### config.mk
export PLATFORM = sky130hd
export DESIGN_NAME = pgbuf_commit
export DESIGN_NICKNAME = d
export VERILOG_FILES = /design/src/rtl/pgbuf_pkg.sv /design/src/rtl/pgbuf_store.sv /design/src/rtl/pgbuf_ctrl.sv /design/src/rtl/pgbuf_timer.sv /design/src/rtl/pgbuf_commit.sv
export SDC_FILE = /design/constraint.sdc
export NUM_CORES = 1
export LEC_CHECK = 0
export BUFFER_PORTS_ARGS = -buffer_cell sky130_fd_sc_hd__clkbuf_2
export CORE_ASPECT_RATIO = 0.8
export CORE_UTILIZATION = 30
export CTS_BUF_LIST = sky130_fd_sc_hd__clkbuf_16
export DETAILED_ROUTE_END_ITERATION = 7
export PLACE_DENSITY_LB_ADDON = 0.1
export SLEW_MARGIN = 10
export SYNTH_ARGS = -nofsm -noshare
export SYNTH_HDL_FRONTEND = slang
export SYNTH_HIERARCHICAL = 1
export SYNTH_SLANG_ARGS = --single-unit
### constraint.sdc
create_clock -name clk -period 2.28 [get_ports clk]
set_input_delay 0.456 -clock clk [delete_from_list [all_inputs] [get_ports clk]]
set_output_delay 0.456 -clock clk [all_outputs]
set_load 0.03 [all_outputs]
### src/rtl/pgbuf_pkg.sv
package pgbuf_pkg;
  // Transaction phase of the collecting side.
  typedef enum logic {
    PH_IDLE = 1'b0,
    PH_OPEN = 1'b1
  } txn_phase_t;
endpackage

### src/rtl/pgbuf_store.sv
// Page buffer: one data byte and one written flag per column.
module pgbuf_store #(
  parameter int DATA_W = 8,
  parameter int COL_W  = 6
) (
  input  logic              clk,
  input  logic              rst_n,
  input  logic              clr,
  input  logic              wen,
  input  logic [COL_W-1:0]  waddr,
  input  logic [DATA_W-1:0] wdata,
  input  logic [COL_W-1:0]  raddr,
  output logic [DATA_W-1:0] rdata,
  output logic              rmark,
  output logic              any_mark
);
  localparam int DEPTH = 1 << COL_W;

  logic [DEPTH-1:0]  mark_vec;
  logic [DATA_W-1:0] data_arr [DEPTH];

  for (genvar i = 0; i < DEPTH; i++) begin : g_slot
    logic              m_q;
    logic [DATA_W-1:0] d_q;
    always_ff @(posedge clk or negedge rst_n) begin
      if (!rst_n) begin
        m_q <= 1'b0;
        d_q <= '0;
      end else if (clr) begin
        m_q <= 1'b0;
      end else if (wen && waddr == COL_W'(i)) begin
        m_q <= 1'b1;
        d_q <= wdata;
      end
    end
    assign mark_vec[i] = m_q;
    assign data_arr[i] = d_q;
  end

  assign rdata    = data_arr[raddr];
  assign rmark    = mark_vec[raddr];
  assign any_mark = |mark_vec;
endmodule

### src/rtl/pgbuf_ctrl.sv
// Transaction control: open/close, row latch and wrapping column counter.
module pgbuf_ctrl import pgbuf_pkg::*; #(
  parameter int ADDR_W = 15,
  parameter int COL_W  = 6
) (
  input  logic                    clk,
  input  logic                    rst_n,
  input  logic                    wr_start,
  input  logic [ADDR_W-1:0]       wr_base,
  input  logic                    stop_strobe,
  input  logic                    fire,
  input  logic                    any_mark,
  input  logic                    busy,
  output logic                    open,
  output logic [ADDR_W-COL_W-1:0] row,
  output logic [COL_W-1:0]        col,
  output logic                    clr_mask,
  output logic                    launch
);
  localparam int ROW_W = ADDR_W - COL_W;

  txn_phase_t       phase_q;
  logic [ROW_W-1:0] row_q;
  logic [COL_W-1:0] col_q;
  logic             start_ok, stop_ok;

  assign start_ok = wr_start && !busy;
  assign stop_ok  = stop_strobe && (phase_q == PH_OPEN);
  assign launch   = stop_ok && (any_mark || fire);
  assign clr_mask = start_ok && !stop_ok;

  always_ff @(posedge clk or negedge rst_n) begin
    if (!rst_n) begin
      phase_q <= PH_IDLE;
      row_q   <= '0;
      col_q   <= '0;
    end else if (stop_ok) begin
      phase_q <= PH_IDLE;
    end else if (start_ok) begin
      phase_q <= PH_OPEN;
      row_q   <= wr_base[ADDR_W-1:COL_W];
      col_q   <= wr_base[COL_W-1:0];
    end else if (fire) begin
      col_q   <= col_q + 1'b1;
    end
  end

  assign open = (phase_q == PH_OPEN);
  assign row  = row_q;
  assign col  = col_q;
endmodule

### src/rtl/pgbuf_timer.sv
// Programming cycle: buffer scan plus program-time countdown.
module pgbuf_timer #(
  parameter int CNT_W = 24,
  parameter int COL_W = 6
) (
  input  logic             clk,
  input  logic             rst_n,
  input  logic             launch,
  input  logic [CNT_W-1:0] prog_cycles,
  output logic             busy,
  output logic [COL_W-1:0] scan_idx,
  output logic             scan_act
);
  localparam logic [COL_W-1:0] LAST = {COL_W{1'b1}};

  logic             busy_q, sdone_q;
  logic [CNT_W-1:0] rem_q;
  logic [COL_W-1:0] idx_q;
  logic             scan_end, time_end;

  assign scan_end = sdone_q || (idx_q == LAST);
  assign time_end = (rem_q <= CNT_W'(1));

  always_ff @(posedge clk or negedge rst_n) begin
    if (!rst_n) begin
      busy_q  <= 1'b0;
      sdone_q <= 1'b0;
      rem_q   <= '0;
      idx_q   <= '0;
    end else if (launch) begin
      busy_q  <= 1'b1;
      sdone_q <= 1'b0;
      rem_q   <= prog_cycles;
      idx_q   <= '0;
    end else if (busy_q) begin
      if (rem_q != '0) rem_q <= rem_q - 1'b1;
      if (!sdone_q) begin
        if (idx_q == LAST) sdone_q <= 1'b1;
        else               idx_q   <= idx_q + 1'b1;
      end
      if (scan_end && time_end) busy_q <= 1'b0;
    end
  end

  assign busy     = busy_q;
  assign scan_idx = idx_q;
  assign scan_act = busy_q && !sdone_q;
endmodule

### src/rtl/pgbuf_commit.sv
// Page write buffer with a self-timed commit to the memory array.
module pgbuf_commit #(
  parameter int ADDR_W = 15,
  parameter int COL_W  = 6,
  parameter int DATA_W = 8,
  parameter int CNT_W  = 24
) (
  input  logic              clk,
  input  logic              rst_n,
  input  logic              wr_start,
  input  logic [ADDR_W-1:0] wr_base,
  input  logic              byte_valid,
  output logic              byte_ready,
  input  logic [DATA_W-1:0] byte_data,
  input  logic              stop_strobe,
  input  logic [CNT_W-1:0]  prog_cycles,
  output logic              busy,
  output logic              mem_we,
  output logic [ADDR_W-1:0] mem_addr,
  output logic [DATA_W-1:0] mem_wdata
);
  localparam int ROW_W = ADDR_W - COL_W;

  logic             open, fire, any_mark, clr_mask, launch;
  logic             scan_act, rmark;
  logic [ROW_W-1:0] row;
  logic [COL_W-1:0] col, scan_idx;

  assign byte_ready = open;
  assign fire       = byte_valid && open;

  pgbuf_ctrl #(.ADDR_W(ADDR_W), .COL_W(COL_W)) u_ctrl (
    .clk(clk), .rst_n(rst_n), .wr_start(wr_start), .wr_base(wr_base),
    .stop_strobe(stop_strobe), .fire(fire), .any_mark(any_mark), .busy(busy),
    .open(open), .row(row), .col(col), .clr_mask(clr_mask), .launch(launch)
  );

  pgbuf_store #(.DATA_W(DATA_W), .COL_W(COL_W)) u_store (
    .clk(clk), .rst_n(rst_n), .clr(clr_mask), .wen(fire), .waddr(col),
    .wdata(byte_data), .raddr(scan_idx), .rdata(mem_wdata), .rmark(rmark),
    .any_mark(any_mark)
  );

  pgbuf_timer #(.CNT_W(CNT_W), .COL_W(COL_W)) u_timer (
    .clk(clk), .rst_n(rst_n), .launch(launch), .prog_cycles(prog_cycles),
    .busy(busy), .scan_idx(scan_idx), .scan_act(scan_act)
  );

  assign mem_we   = scan_act && rmark;
  assign mem_addr = {row, scan_idx};
endmodule

==> results.tsv <==
stage	metric	value	unit
global_route	use_met3	2.91	%
worst_setup_path	critical_path_arrival	2.99	ns
synth	syn_inst	2047	
worst_setup_path	worstPathCellList	buf_12, buf_12, and2b_1, a22oi_2, nand4_1, o211ai_1, a31o_1, and2_4, clkbuf_16	
power_and_ir_drop	internal_power	25.2	mW
min_path	holdPathStages	3	
clocking	cts_max_level	3	
cells_and_area	final_cell_mix	dfrtp_1, mux2_2, buf_4	
min_path	min_from	prog_cycles[9]	
clocking	cts.clk_slew.worst_paths	0.05	ns
synth	syn_avg_cell_area	14.3	um^2
sta	setup_violations	41	
synth	synth_area	29200	um^2
sta	fmax	0.290	GHz
global_route	antenna_found_initial	0	
sta	slew-limit-headroom	59.6	%
power_and_ir_drop	seqPwrFrac	32.6	%
sta	maxSlewViolCount	0	
global_route	grt_pass1_wl	137	mm
sta	fin_tns_setup	-22.30	ns
die	die_w	351	um
die	initial_core_util	30.5	%
global_route	grt_use_met1	27.8	%
synth	syn-num-nets	2104	
worst_setup_path	slowest_stage	dfrtp_4	
route	vias	18900	
worst_setup_path	cp_slowest_stage_delay	0.53	ns
clocking	cts_tree	yes	
route	vias_per_cell	5.02	
min_path	hp-class	in -> reg	
placed_design	dp_cells	3599	
placed_design	io_buffers	77	
status	run_status	finished with violations	
synth	ys.warnings.count	6	
clocking	insertion_delay	0.63	ns
power_and_ir_drop	p_leak	18.1	nW
route	drt.antenna.violating_nets	0	
worst_setup_path	required	1.82	ns
clocking	cts_sinks	624	
worst_setup_path	r2r_end	u_timer/rem_q[6]	
route	drt-pass1-iter-count	5	
worst_setup_path	crit_family	compound AO/OA/AOI/OAI gates	
power_and_ir_drop	netSwitchingFraction	33.5	%
power_and_ir_drop	peakVddDrop	0.499	mV
sta	worst_slew_pin_slew	0.605	ns
worst_setup_path	r2r_cells	10	
cells_and_area	antenna_cells	0	
synth	synth_area_leader_cell	dfrtp_1	
global_route	grt_max_degree	84	
synth	post_synth_num_cell_types	71	
worst_setup_path	crit_path_frequent_cell	buf_12	
global_route	grt_busiest_layer	met2	
sta	layout_min_cycle_time	3.45	ns
placed_design	place_congestion	0.817	
synth	synth_top_area_share	53.5	%
synth	ys_seq_area_share	53.5	%
route	wl	91.2	mm
worst_setup_path	worstPathMaxFanout	14	
synth	synth_flop_cell	dfrtp_1	
min_path	whs_endpoint	u_timer/rem_q[9]	
synth	synth_edf_count	0	
clocking	cts_root_buffer	clkbuf_16	
sta	grt_setup_unrepaired	yes	
cells_and_area	final_common_cell	dfrtp_1	
synth	synthTopCellsByArea	dfrtp_1, mux2_2, mux4_2	
sta	fin_skew	0.0265	ns
cells_and_area	fin_cells	3767	
sta	period_share	151	%
worst_setup_path	timing.rr.start	u_store/g_slot[51].m_q	
placed_design	dp_hpwl	61.1	mm
power_and_ir_drop	clkPwrFrac	30.6	%
power_and_ir_drop	power_frac_comb	36.7	%
global_route	grt_usage	18.9	%
global_route	grt_pass1_vias	20200	
worst_setup_path	cp-start-kind	flip-flop	
cells_and_area	fin_nets	2484	
cells_and_area	area_growth	29.5	%
route	avgRoutedWirePerCell	24.2	um
route	remaining_drc_errors	0	
placed_design	pre_cts_slack	-0.961	ns
die	core.rowCount	101	
clocking	cts_buffers	72	
sta	worst_slack	-1.17	ns
die	die-area	98500	um^2
power_and_ir_drop	p_sw	12.7	mW
clocking	clockBufferDepth	3	
run	drv_cap	0	
die	io_pins	78	
worst_setup_path	path_buf_inv	3	
die	die_h	281	um
cells_and_area	postLayoutCoreUtil	39.5	%
cells_and_area	drive_gt1_share	54.0	%
status	violations	setup timing	
worst_setup_path	critical_path_class	reg -> out	
route	drtIter0Drc	991	
die	core-area	95700	um^2
global_route	overflow	0	
sta	hold_viol_final	0	
synth	async_flop_share	100	%
synth	ys_seq_elements	624	
sta	fin_hold_ws	0.0458	ns
power_and_ir_drop	powerDensity	1000	nW/um^2
global_route	grt_util_met2	28.6	%
worst_setup_path	endpoint_kind	primary output	
worst_setup_path	reg2reg_slack	-0.53	ns
[power by group through the flow]
stage | combinational (mW) | sequential (mW) | clock [mW]
2_1_floorplan | 6.28 | 12.5 | 0
3_3_place_gp | 11.7 | 12.5 | 0
3_5_place_dp | 11.7 | 12.5 | 0
4_1_cts | 13.4 | 12.3 | 12.0
5_1_grt | 14.7 | 12.4 | 12.4
6_report | 13.9 | 12.4 | 11.6
[how the worst max path moves through the flow]
stage,depth (start not counted),to,start
after floorplan,8,mem_wdata[4],u_timer/scan_idx[0]
after global placement,10,u_timer/rem_q[6],u_store/g_slot[46].m_q
after detailed placement,10,u_timer/rem_q[6],u_store/g_slot[46].m_q
after CTS,10,mem_wdata[0],u_timer/scan_idx[0]
after global routing,8,mem_wdata[4],u_timer/scan_idx[0]
final,9,mem_we,u_timer/scan_idx[0]
[tightest hold or removal path, stage by stage]
cell	delay [ns]
clkbuf_2	0.08
nand2_2	0.05
o21ai_2	0.04
[through the flow]
step / cell area, um^2 / total power [mW]
global route: 37800 / 39.6
CTS: 37400 / 37.8
finish: 37800 / 37.9
floorplan: 29400 / 18.8
detailed placement: 33900 / 24.2
global placement: 33900 / 24.1
[Yosys cell counts, types with 24 or more instances]
cell type / n
mux2i_1: 64
a21o_1: 24
nor4_1: 26
clkbuf_1: 71
mux4_1: 24
nor2_1: 32
inv_1: 50
mux4_2: 95
dfrtp_1: 624
nand2_1: 89
o21ai_0: 55
buf_2: 26
mux2_2: 518
[layout make-up]
class	count	area, um^2
clock buffer	76	1900
clock inverter	51	434
fill	8981	57900
inverter	51	191
multi-input combinational	1231	13500
sequential	624	15600
tap	1287	1610
timing repair buffer	447	4570
[sequential cells by signal (all words and copies together), names as in the netlist]
name / flops
u_timer/rem_q: 24
u_timer/scan_idx: 6
u_ctrl/col: 6
u_store/g_slot.m_q: 64
u_store/g_slot.d_q: 512
u_timer/busy: 1
u_timer/sdone_q: 1
u_ctrl/row: 9
u_ctrl/open: 1
[what timing repair did]
item | in CTS | in global routing
endpoints found under the hold margin | 19 | 0
setup buffers | 26 | 9
cloned | 8 | 3
hold buffers | 2 | 0
pin swaps | 36 | 16
endpoints found under the setup margin | 145 | 342
gates resized for setup | 168 | 78
[layer usage]
layer	up-vias	wire length, um
met5	-	0
met4	0	2120
met3	127	3430
met2	317	40400
met1	10100	45300
li1	8395	-
[kinds of logic after synthesis]
kind of cell | count (synthesis) | share of synthesized area [%]
XOR/XNOR | 21 | 0.630
adder cells (fa/ha/maj) | 5 | 0.214
AO/OA/AOI/OAI | 210 | 4.99
flip-flops | 624 | 53.5
AND/OR/NAND/NOR | 289 | 5.51
multiplexers | 706 | 31.9
buffers and inverters | 192 | 3.28
No activity file was read; power rests on OpenSTA's default activity.
